## config.mk

```make
export PLATFORM = sky130hd
export DESIGN_NAME = bank_timing_guard
export DESIGN_NICKNAME = d
export VERILOG_FILES = /design/src/rtl/bkg_pkg.sv /design/src/rtl/bkg_cfg_hold.sv /design/src/rtl/bkg_act_window.sv /design/src/rtl/bkg_bank_track.sv /design/src/rtl/bank_timing_guard.sv
export SDC_FILE = /design/constraint.sdc
export NUM_CORES = 1
export LEC_CHECK = 0
export BUFFER_PORTS_ARGS = -buffer_cell sky130_fd_sc_hd__buf_2
export CAP_MARGIN = 25
export CORE_MARGIN = 5
export CORE_UTILIZATION = 45
export CTS_BUF_LIST = sky130_fd_sc_hd__clkbuf_16
export DETAILED_ROUTE_END_ITERATION = 8
export PLACE_DENSITY = 0.64
export SETUP_SLACK_MARGIN = 0.2
export SLEW_MARGIN = 20
export SYNTH_ARGS = -nofsm -noshare
export SYNTH_HDL_FRONTEND = slang
export SYNTH_SLANG_ARGS = --single-unit
```

## constraint.sdc

```tcl
create_clock -name clk -period 3.4 [get_ports clk]
set_clock_uncertainty 0.05 [all_clocks]
set_input_delay 0.34 -clock clk [delete_from_list [all_inputs] [get_ports clk]]
set_output_delay 0.34 -clock clk [all_outputs]
set_load 0.05 [all_outputs]
```

## src/rtl/bkg_pkg.sv

```systemverilog
package bkg_pkg;

   localparam int CFG_W        = 32;
   localparam int RMIN_LSB     = 0;
   localparam int RMIN_W       = 6;
   localparam int RMAX_LSB     = 8;
   localparam int RMAX_W       = 7;
   localparam int WIN_LSB      = 16;
   localparam int WIN_W        = 6;
   localparam int W2P_LSB      = 24;
   localparam int W2P_W        = 7;
   localparam int RMAX_SHIFT   = 10;
   localparam int ACT_LIMIT    = 4;
   localparam logic [CFG_W-1:0] CFG_RESET = 32'h0F10_1B0F;

   typedef struct packed {
      logic [W2P_W-1:0]  w2p;
      logic [WIN_W-1:0]  win;
      logic [RMAX_W-1:0] rmax;
      logic [RMIN_W-1:0] rmin;
   } timing_t;

   // Field extraction; a zero maximum open time is promoted to one unit.
   function automatic timing_t unpack_timing(input logic [CFG_W-1:0] w);
      timing_t t;
      t.w2p  = w[W2P_LSB  +: W2P_W];
      t.win  = w[WIN_LSB  +: WIN_W];
      t.rmax = w[RMAX_LSB +: RMAX_W];
      t.rmin = w[RMIN_LSB +: RMIN_W];
      if (t.rmax == '0) t.rmax = RMAX_W'(1);
      return t;
   endfunction

endpackage

```

## src/rtl/bkg_cfg_hold.sv

```systemverilog
module bkg_cfg_hold
   import bkg_pkg::*;
#(
   parameter logic [CFG_W-1:0] RESET_WORD = CFG_RESET
) (
   input  logic             clk,
   input  logic             rst_n,
   input  logic             all_idle,
   input  logic [CFG_W-1:0] cfg_word,
   output timing_t          tim
);

   logic [CFG_W-1:0] word_q;

   always_ff @(posedge clk) begin
      if (!rst_n)        word_q <= RESET_WORD;
      else if (all_idle) word_q <= cfg_word;
   end

   assign tim = unpack_timing(word_q);

   // held word cannot move while any row is open
   p_cfg_frozen_r10: assert property (@(posedge clk) disable iff (!rst_n)
      !all_idle |=> $stable(word_q));

endmodule

```

## src/rtl/bkg_act_window.sv

```systemverilog
module bkg_act_window
   import bkg_pkg::*;
#(
   parameter bit ENABLE = 1'b1,
   parameter int DEPTH  = ACT_LIMIT,
   parameter int AGE_W  = WIN_W
) (
   input  logic             clk,
   input  logic             rst_n,
   input  logic             act_take,
   input  logic [WIN_W-1:0] win_len,
   output logic             win_ok
);

   if (AGE_W < WIN_W) begin : g_bad_age
      $error("bkg_act_window: AGE_W narrower than window field");
   end
   if (DEPTH < 1) begin : g_bad_depth
      $error("bkg_act_window: DEPTH must be positive");
   end

   localparam logic [AGE_W-1:0] AGE_MAX = '1;

   if (ENABLE) begin : g_window
      logic [AGE_W-1:0] age_q [DEPTH];
      logic [DEPTH-1:0] vld_q;

      function automatic logic [AGE_W-1:0] bump(input logic [AGE_W-1:0] a);
         return (a == AGE_MAX) ? a : a + AGE_W'(1);
      endfunction

      always_ff @(posedge clk) begin
         if (!rst_n) begin
            vld_q <= '0;
            for (int k = 0; k < DEPTH; k++) age_q[k] <= '0;
         end else if (act_take) begin
            vld_q    <= {vld_q[DEPTH-2:0], 1'b1};
            age_q[0] <= AGE_W'(1);
            for (int k = 1; k < DEPTH; k++) age_q[k] <= bump(age_q[k-1]);
         end else begin
            for (int k = 0; k < DEPTH; k++) age_q[k] <= bump(age_q[k]);
         end
      end

      assign win_ok = !vld_q[DEPTH-1] ||
                      (age_q[DEPTH-1] >= AGE_W'(win_len));

      // the oldest entry only ages while the history is full and idle
      p_window_ages_r7: assert property (@(posedge clk) disable iff (!rst_n)
         !act_take && vld_q[DEPTH-1] && (age_q[DEPTH-1] != AGE_MAX)
         |=> age_q[DEPTH-1] == $past(age_q[DEPTH-1]) + AGE_W'(1));
   end else begin : g_no_window
      assign win_ok = 1'b1;
   end

endmodule

```

## src/rtl/bkg_bank_track.sv

```systemverilog
module bkg_bank_track
   import bkg_pkg::*;
(
   input  logic    clk,
   input  logic    rst_n,
   input  logic    act_hit,
   input  logic    wr_hit,
   input  logic    pre_hit,
   input  timing_t tim,
   output logic    open_o,
   output logic    pre_ok_o,
   output logic    force_o,
   output logic    err_o
);

   localparam int RAS_W = RMAX_W + RMAX_SHIFT;
   localparam logic [RAS_W-1:0] RAS_MAX = '1;
   localparam logic [W2P_W-1:0] WR_MAX  = '1;

   logic             open_q;
   logic [RAS_W-1:0] ras_q;
   logic [W2P_W-1:0] wr_q;
   logic             act_go, pre_go;
   logic [RAS_W-1:0] ras_lim, ras_floor;

   assign act_go = act_hit && !open_q;
   assign pre_go = pre_hit &&  open_q;
   assign err_o  = (act_hit && open_q) || (pre_hit && !open_q);

   always_ff @(posedge clk) begin
      if (!rst_n) begin
         open_q <= 1'b0;
         ras_q  <= '0;
         wr_q   <= WR_MAX;
      end else begin
         if (act_go)      open_q <= 1'b1;
         else if (pre_go) open_q <= 1'b0;

         if (act_go)                          ras_q <= RAS_W'(1);
         else if (open_q && ras_q != RAS_MAX) ras_q <= ras_q + RAS_W'(1);

         if (wr_hit)              wr_q <= W2P_W'(1);
         else if (wr_q != WR_MAX) wr_q <= wr_q + W2P_W'(1);
      end
   end

   assign ras_lim   = {tim.rmax, {RMAX_SHIFT{1'b0}}};
   assign ras_floor = {{(RAS_W-RMIN_W){1'b0}}, tim.rmin};

   assign open_o   = open_q;
   assign pre_ok_o = open_q && (ras_q >= ras_floor) && (wr_q >= tim.w2p);
   assign force_o  = open_q && (ras_q >= ras_lim);

   // once raised, force stays until this bank is precharged
   p_force_hold_r5: assert property (@(posedge clk) disable iff (!rst_n)
      force_o && !pre_go |=> force_o);

   // a write blocks precharge on the following cycle
   p_wr_block_r3: assert property (@(posedge clk) disable iff (!rst_n)
      wr_hit && (tim.w2p > W2P_W'(1)) |=> !pre_ok_o);

endmodule

```

## src/rtl/bank_timing_guard.sv

```systemverilog
module bank_timing_guard
   import bkg_pkg::*;
#(
   parameter int NUM_BANKS     = 8,
   parameter int WIN_MIN_BANKS = 8,
   parameter int BANK_W        = $clog2(NUM_BANKS)
) (
   input  logic                 clk,
   input  logic                 rst_n,
   input  logic [CFG_W-1:0]     cfg_word,
   input  logic                 act_i,
   input  logic                 wr_i,
   input  logic                 pre_i,
   input  logic [BANK_W-1:0]    cmd_bank,
   output logic [NUM_BANKS-1:0] pre_ok,
   output logic [NUM_BANKS-1:0] act_ok,
   output logic [NUM_BANKS-1:0] force_pre,
   output logic [NUM_BANKS-1:0] bank_open,
   output logic                 proto_err
);

   if (NUM_BANKS < 2) begin : g_bad_banks
      $error("bank_timing_guard: NUM_BANKS must be at least 2");
   end
   if ((1 << BANK_W) != NUM_BANKS) begin : g_bad_pow2
      $error("bank_timing_guard: NUM_BANKS must be a power of two");
   end

   localparam bit WIN_ON = (NUM_BANKS >= WIN_MIN_BANKS);

   timing_t                tim;
   logic [NUM_BANKS-1:0]   err_v;
   logic                   win_ok;
   logic                   act_take;

   bkg_cfg_hold u_cfg (
      .clk      (clk),
      .rst_n    (rst_n),
      .all_idle (~|bank_open),
      .cfg_word (cfg_word),
      .tim      (tim)
   );

   for (genvar b = 0; b < NUM_BANKS; b++) begin : g_bank
      logic sel;
      assign sel = (cmd_bank == BANK_W'(b));

      bkg_bank_track u_trk (
         .clk      (clk),
         .rst_n    (rst_n),
         .act_hit  (act_i && sel),
         .wr_hit   (wr_i  && sel),
         .pre_hit  (pre_i && sel),
         .tim      (tim),
         .open_o   (bank_open[b]),
         .pre_ok_o (pre_ok[b]),
         .force_o  (force_pre[b]),
         .err_o    (err_v[b])
      );
   end

   assign act_take = act_i && !bank_open[cmd_bank];

   bkg_act_window #(.ENABLE(WIN_ON)) u_win (
      .clk      (clk),
      .rst_n    (rst_n),
      .act_take (act_take),
      .win_len  (tim.win),
      .win_ok   (win_ok)
   );

   assign act_ok    = ~bank_open & {NUM_BANKS{win_ok}};
   assign proto_err = |err_v;

   // a rejected command leaves every row state as it was
   p_err_keeps_state_r9: assert property (@(posedge clk) disable iff (!rst_n)
      proto_err |=> $stable(bank_open));

   // the scheduler sends at most one command per clock
   p_one_cmd_r9: assert property (@(posedge clk) disable iff (!rst_n)
      $onehot0({act_i, wr_i, pre_i}));

endmodule

```

==> results.toml, run 1 <==
[run_status]
status = "finished clean"

[placement]
gp_congestion = 0.892
hpwl_um = 28500
pre_cts_slack_ns = 0.685
dpl-instance-area_um2 = 16600
dp.cells = 2329
portBuffers = 66

[routing]
drtAntennaViolNets = 0
wire_per_inst_um = 16.9
avgViaCountPerCell = 5.62
dr.pass1.iters = 6
wl_um = 40800
drc_errors = 0
drt_iter0_drc = 692
vias = 13600

[clock_network]
clk_pin_slew_worst_paths_ns = 0.06
clkLatencyLatePin_ns = 0.57
ctsHtreeMaxLevel = 1
cts_inserted_buffers = 30
clock_path_buffers = 3
cts_root_buf = "clkbuf_16"
cts_tree = "yes"
cts_num_sinks = 254

[sta]
drv_slew = 0
final.setup.tns_ns = 0
layout_setup_ws_ns = 0.263
rsz0062_at_grt = "true"
relSlewSlack = 0.298
post-route-period-util = 0.923
setup_viol = 0
hold_viol_final = 0
worstMarginPinSlew_ns = 1.05
layout_min_cycle_time_ns = 3.14
fmax_ghz = 0.319
hold_slack_ns = 0.0293

[setup_path]
end_kind = "primary output"
critPathMaxStageDelay_ns = 0.39
critPathLaunch = "u_cfg.word_q[11]"
cp_slowest_cell = "inv_1"
crit_buf_inv = 2
r2r-start = "g_bank[6].u_trk.ras_q[6]"
crit_required_ns = 3.01
criticalPathCategory = "reg -> out"
crit_family = "compound AO/OA/AOI/OAI gates"
crit_path_max_fanout = 9
path_cells = "inv_1 -> ha_1 -> a21oi_1 -> o211ai_1 -> a31oi_1 -> nor2_1 -> o31a_1 -> buf_2"
startpoint_type = "flip-flop"
cp.arrival_ns = 2.75

[synth]
synth_edf_count = 24
ys_seq_area_frac = 0.334
yosys.area.top_type_share = 0.289
netlist_area_um2 = 15900
synth_top_cell_by_area = "dfxtp_1"
yosysWarnings = 0
synth_async_sr_flop_share = 0
synth_area_leaders = "dfxtp_1 29%, ha_1 16%, edfxtp_1 4.5%"
yosysUniqueCellTypes = 61
synthTopCellsByCount = "230 x dfxtp_1, 202 x ha_1, 188 x nor2_1, 154 x nand2_1, 136 x o21ai_0"
synth_most_common_cell = "dfxtp_1"
synthCells = 1843
synth_ff_type = "dfxtp_1"
synth-seq-cells = 254
syn_avg_cell_area_um2 = 8.65

[pwr]
power_mw = 9.27
p_leak_nw = 7.72
powerDensity_nw_per_um2 = 513
ir_drop_mv = 0.435

[min_path]
hold_path_class = "in -> reg"
hp-start = "cfg_word[0]"

[finish]
syn_to_final_growth_pct = 13.3
post_route_cells_drive_above_1_share = 0.100
diodes = 0
instances_no_fill = 2419
final_core_util = 0.513
fin_area_um2 = 18100
final_nets = 2177
nFillCells = 3289
multiInputGateArea_um2 = 9970
ff_latch_area_um2 = 5330

[grt]
gr-usage-all-layers = 0.204
overflow = 0
antenna_found_initial = 2
grt_max_degree = 46
grt_pass1_vias = 13000
grt_pass1_wl_um = 66000

[floorplanning]
pin_count = 73
die_h_um = 198
dieWidth_um = 198
placementRows = 69
start_util = 0.452
core_um2 = 35200
die-area_um2 = 39300

[flow_run]
drv_cap = 0
tightest hold or removal path, cell delays in order:
cell	delay, ns
buf_2	0.07
nand2_1	0.10
nand3_1	0.10
worst paths after layout:
path                            slack, ns                       end  cells past startpoint
worst min-delay path                 0.03           u_cfg.word_q[0]                      3
worst max-delay path                 0.26              force_pre[6]                      8
worst max register to register       0.74  g_bank[6].u_trk.ras_q[9]                     10
worst min register to register       0.40   u_win.g_window.vld_q[1]                      2
logic make-up after synthesis:
group           synth area share
simple gates               0.238
compound gates             0.136
flops                      0.334
fa+ha+maj                  0.159
buf+inv                   0.0477
xor+xnor                  0.0654
mux                       0.0203
other cells             0.000235
report_power, final:
part           internal (mW)  switching [mW]  total (mW)
Sequential              3.36           0.371        3.73
Clock                   1.74            1.30        3.04
Combinational           1.12            1.37        2.49
flip-flops by register name, summed over array words and instances (netlist names):
| name | cells |
|---|---|
| u_cfg.word_q | 26 |
| g_bank.u_trk.ras_q | 136 |
| g_bank.u_trk.open_o | 8 |
| u_win.g_window.age_q | 24 |
| u_win.g_window.vld_q | 4 |
| g_bank.u_trk.wr_q | 56 |
cell usage in the layout (no fill, tap or decap), drive strengths merged, types with 9 or more instances in the layout:
| cell type | n |
|---|---|
| a21oi | 80 |
| nor4b | 13 |
| buf | 106 |
| and4 | 22 |
| edfxtp | 24 |
| nor3 | 28 |
| nand2b | 20 |
| nor2 | 188 |
| inv | 66 |
| a21o | 16 |
| ha | 202 |
| xor2 | 79 |
| nor2b | 22 |
| clkinv | 19 |
| o311a | 14 |
| xnor2 | 40 |
| a31oi | 18 |
| conb | 18 |
| and3 | 33 |
| nand4 | 62 |
| dlygate4sd3 | 19 |
| clkbuf | 33 |
| o21ai | 142 |
| a21boi | 16 |
| and4b | 12 |
| nand3 | 106 |
| or3 | 25 |
| nand3b | 14 |
| o211ai | 16 |
| mux2i | 24 |
| nand2 | 156 |
| dfxtp | 230 |
| nor4 | 30 |
| o211a | 9 |
layer usage:
layer	track usage	vias to the layer above	wire length [um]
met5	0	-	25
met4	0.0735	4	1740
met3	0.0286	98	1830
met2	0.341	263	18700
met1	0.271	6414	18500
li1	-	6827	-
area by class of cell:
class	instances	area share
inverter	68	0.0154
timing repair buffer	128	0.0543
multi-input combinational	1453	0.552
sequential	254	0.295
tap	461	0.0319
clock inverter	25	0.00949
clock buffer	30	0.0416
timing repair:
| item | in CTS | in global routing |
|---|---|---|
| buffers inserted | 7 | 9 |
| endpoints found under the hold margin | 19 | 0 |
| pin swaps | 1 | 6 |
| hold buffers | 19 | 0 |
| resized for setup | 9 | 34 |
| setup endpoints to repair | 12 | 15 |
(Power assumes the default switching activity.)
==> run 2, diff against run 1 <==
--- a/config.mk
+++ b/config.mk
@@ -5,9 +5,10 @@
 export SDC_FILE = /design/constraint.sdc
 export NUM_CORES = 1
 export LEC_CHECK = 0
+export ABC_AREA = 1
 export BUFFER_PORTS_ARGS = -buffer_cell sky130_fd_sc_hd__buf_2
 export CAP_MARGIN = 25
-export CORE_MARGIN = 5
+export CORE_MARGIN = 10
 export CORE_UTILIZATION = 45
 export CTS_BUF_LIST = sky130_fd_sc_hd__clkbuf_16
 export DETAILED_ROUTE_END_ITERATION = 8
==> run 2 against run 1 <==
Fmax is 1.5% higher. Sequential share of layout area is 1.7 points lower. Cell area is 6.1% higher. Synthesized cell count is 33% higher. Global-route usage is 0.48 points lower. Wire length is 16% higher. Combinational power is 11% higher. Critical path type unchanged. Worst hold slack worse by 0.014 ns.
==> results.toml, run 2 <==
[run_status]
status = "finished clean"

[sta]
hold_viol_final = 0
fmax_ghz = 0.324
rsz0062_at_grt = "true"
final.setup.tns_ns = 0
layout_min_cycle_time_ns = 3.09
setup_viol = 0
post-route-period-util = 0.909
worstMarginPinSlew_ns = 0.769
drv_slew = 0
relSlewSlack = 0.487

[synth]
synth_async_sr_flop_share = 0
synth_top_cell_by_area = "dfxtp_1"
synthCells = 2457
syn_avg_cell_area_um2 = 6.96
ys_seq_area_frac = 0.311
synth_ff_type = "dfxtp_1"
yosys.area.top_type_share = 0.269
netlist_area_um2 = 17100
yosysUniqueCellTypes = 41
synthTopCellsByCount = "493 x nand2_1, 281 x inv_1, 258 x nor2_1, 230 x dfxtp_1, 208 x a21oi_1"
synth_edf_count = 24
yosysWarnings = 0
synth_most_common_cell = "nand2_1"
synth-seq-cells = 254
synth_area_leaders = "dfxtp_1 27%, ha_1 15%, nand2_1 11%"

[pwr]
ir_drop_mv = 0.416
power_mw = 9.77
p_leak_nw = 8.65
powerDensity_nw_per_um2 = 510

[min_path]
whs_path_depth = 3
hp-start = "cfg_word[10]"
whs_endpoint = "u_cfg.word_q[10]"
hold_path_class = "in -> reg"

[floorplanning]
core_um2 = 37600
placementRows = 71
dieWidth_um = 215
start_util = 0.455
die-area_um2 = 46200
die_h_um = 215
pin_count = 73

[clock_network]
cts_tree = "yes"
clock_path_buffers = 3
ctsHtreeMaxLevel = 1
cts_num_sinks = 254
clkLatencyLatePin_ns = 0.58
cts_root_buf = "clkbuf_16"
clk_pin_slew_worst_paths_ns = 0.06
cts_inserted_buffers = 31

[setup_path]
crit_path_max_fanout = 5
r2r-start = "g_bank[5].u_trk.ras_q[1]"
startpoint_type = "flip-flop"
reg2reg_to = "g_bank[5].u_trk.ras_q[11]"
reg2reg_depth = 14
regToRegSetupSlack_ns = 1.01
crit_required_ns = 3.01
end_kind = "primary output"
cp.arrival_ns = 2.70
criticalPathCategory = "reg -> out"

[finish]
top_regs = "g_bank.u_trk.ras_q: 136 flops, g_bank.u_trk.wr_q: 56 flops, u_cfg.word_q: 26 flops"
top_register = "g_bank.u_trk.ras_q"
layout_commonest_cell = "nand2_1"
final_nets = 2795
syn_to_final_growth_pct = 12.0
layout_common_cells = "493 x nand2_1, 286 x inv_1, 258 x nor2_1, 230 x dfxtp_1, 208 x a21oi_1"
diodes = 0
fin_area_um2 = 19200
instances_no_fill = 3087
largest_reg_flops = 136
post_route_cells_drive_above_1_share = 0.0757
final_core_util = 0.510

[placement]
hpwl_um = 34800
gp_congestion = 0.892
dp.cells = 3005
dpl-instance-area_um2 = 17900
portBuffers = 66

[grt]
grt_max_degree = 45
grt_pass1_wl_um = 77400
antenna_found_initial = 0
grt_pass1_vias = 15500
gr-usage-all-layers = 0.199
overflow = 0

[routing]
wl_um = 47500
wire_per_inst_um = 15.4
drt_iter0_drc = 1072
drtAntennaViolNets = 0
avgViaCountPerCell = 5.37
dr.pass1.iters = 5
drc_errors = 0
vias = 16600

[flow_run]
drv_cap = 0
[run 2: final cells by class]
class | count | area (um^2)
fill | 3758 | 18400
inverter | 305 | 1150
timing repair buffer | 109 | 723
clock inverter | 24 | 183
tap | 511 | 639
multi-input combinational | 1852 | 10300
clock buffer | 32 | 801
sequential | 254 | 5330
[run 2: logic make-up after synthesis]
group                    Yosys count  synth area share
AND/OR/NAND/NOR                 1179             0.307
XOR/XNOR                          25            0.0128
flip-flops                       254             0.311
AO/OA/AOI/OAI                    428             0.133
other                              1          0.000219
buffers and inverters            368            0.0885
adder cells (fa/ha/maj)          202             0.148
[run 2: stage by stage]
stage / hold WS, ns / setup slack, ns
final: 0.0158 / 0.309
after global routing: 0.00825 / 0.192
after CTS: 0.00187 / 0.242
after detailed placement: 0.396 / 0.867
after global placement: 0.389 / 0.891
after floorplan: 0.379 / 1.11
[run 2: report_power, final]
group | internal (mW) | total (mW) | switching, mW
clock | 1.91 | 3.25 | 1.34
combinational | 1.09 | 2.77 | 1.69
sequential | 3.36 | 3.75 | 0.390
total | 6.35 | 9.77 | 3.41
[run 2: worst max-delay path by stage]
stage,endpoint,from,cells past startpoint,slack (ns)
finish,force_pre[5],u_cfg.word_q[10],11,0.31
global route,force_pre[5],u_cfg.word_q[10],11,0.19
CTS,pre_ok[7],u_cfg.word_q[30],7,0.24
detailed placement,pre_ok[7],u_cfg.word_q[30],7,0.87
global placement,pre_ok[7],u_cfg.word_q[30],7,0.89
floorplan,act_ok[0],u_win.g_window.age_q[3][5],4,1.11
[run 2: metal layers]
layer / wire length [um] / track usage / up-vias
met5: 0 / 0 / -
met2: 21500 / 0.325 / 373
met4: 1650 / 0.0811 / 0
met3: 2470 / 0.0256 / 87
li1: - / - / 8511
met1: 21900 / 0.262 / 7598
[run 2: timing repair]
action	CTS	global route
hold buffers	18	0
buffers inserted	0	8
endpoints found under the setup margin	0	9
resized for setup	0	9
hold endpoints to repair	18	0
[run 2: critical path, cell delays in order (launching register included)]
cell and delay (ns):
dfxtp_1 0.30, inv_1 0.16, a31o_2 0.31, buf_4 0.16, ha_1 0.27, nand2_1 0.04
nor3_1 0.19, nand4_1 0.10, nor2_1 0.10, nor2_1 0.04, nor2_1 0.13, buf_2 0.30
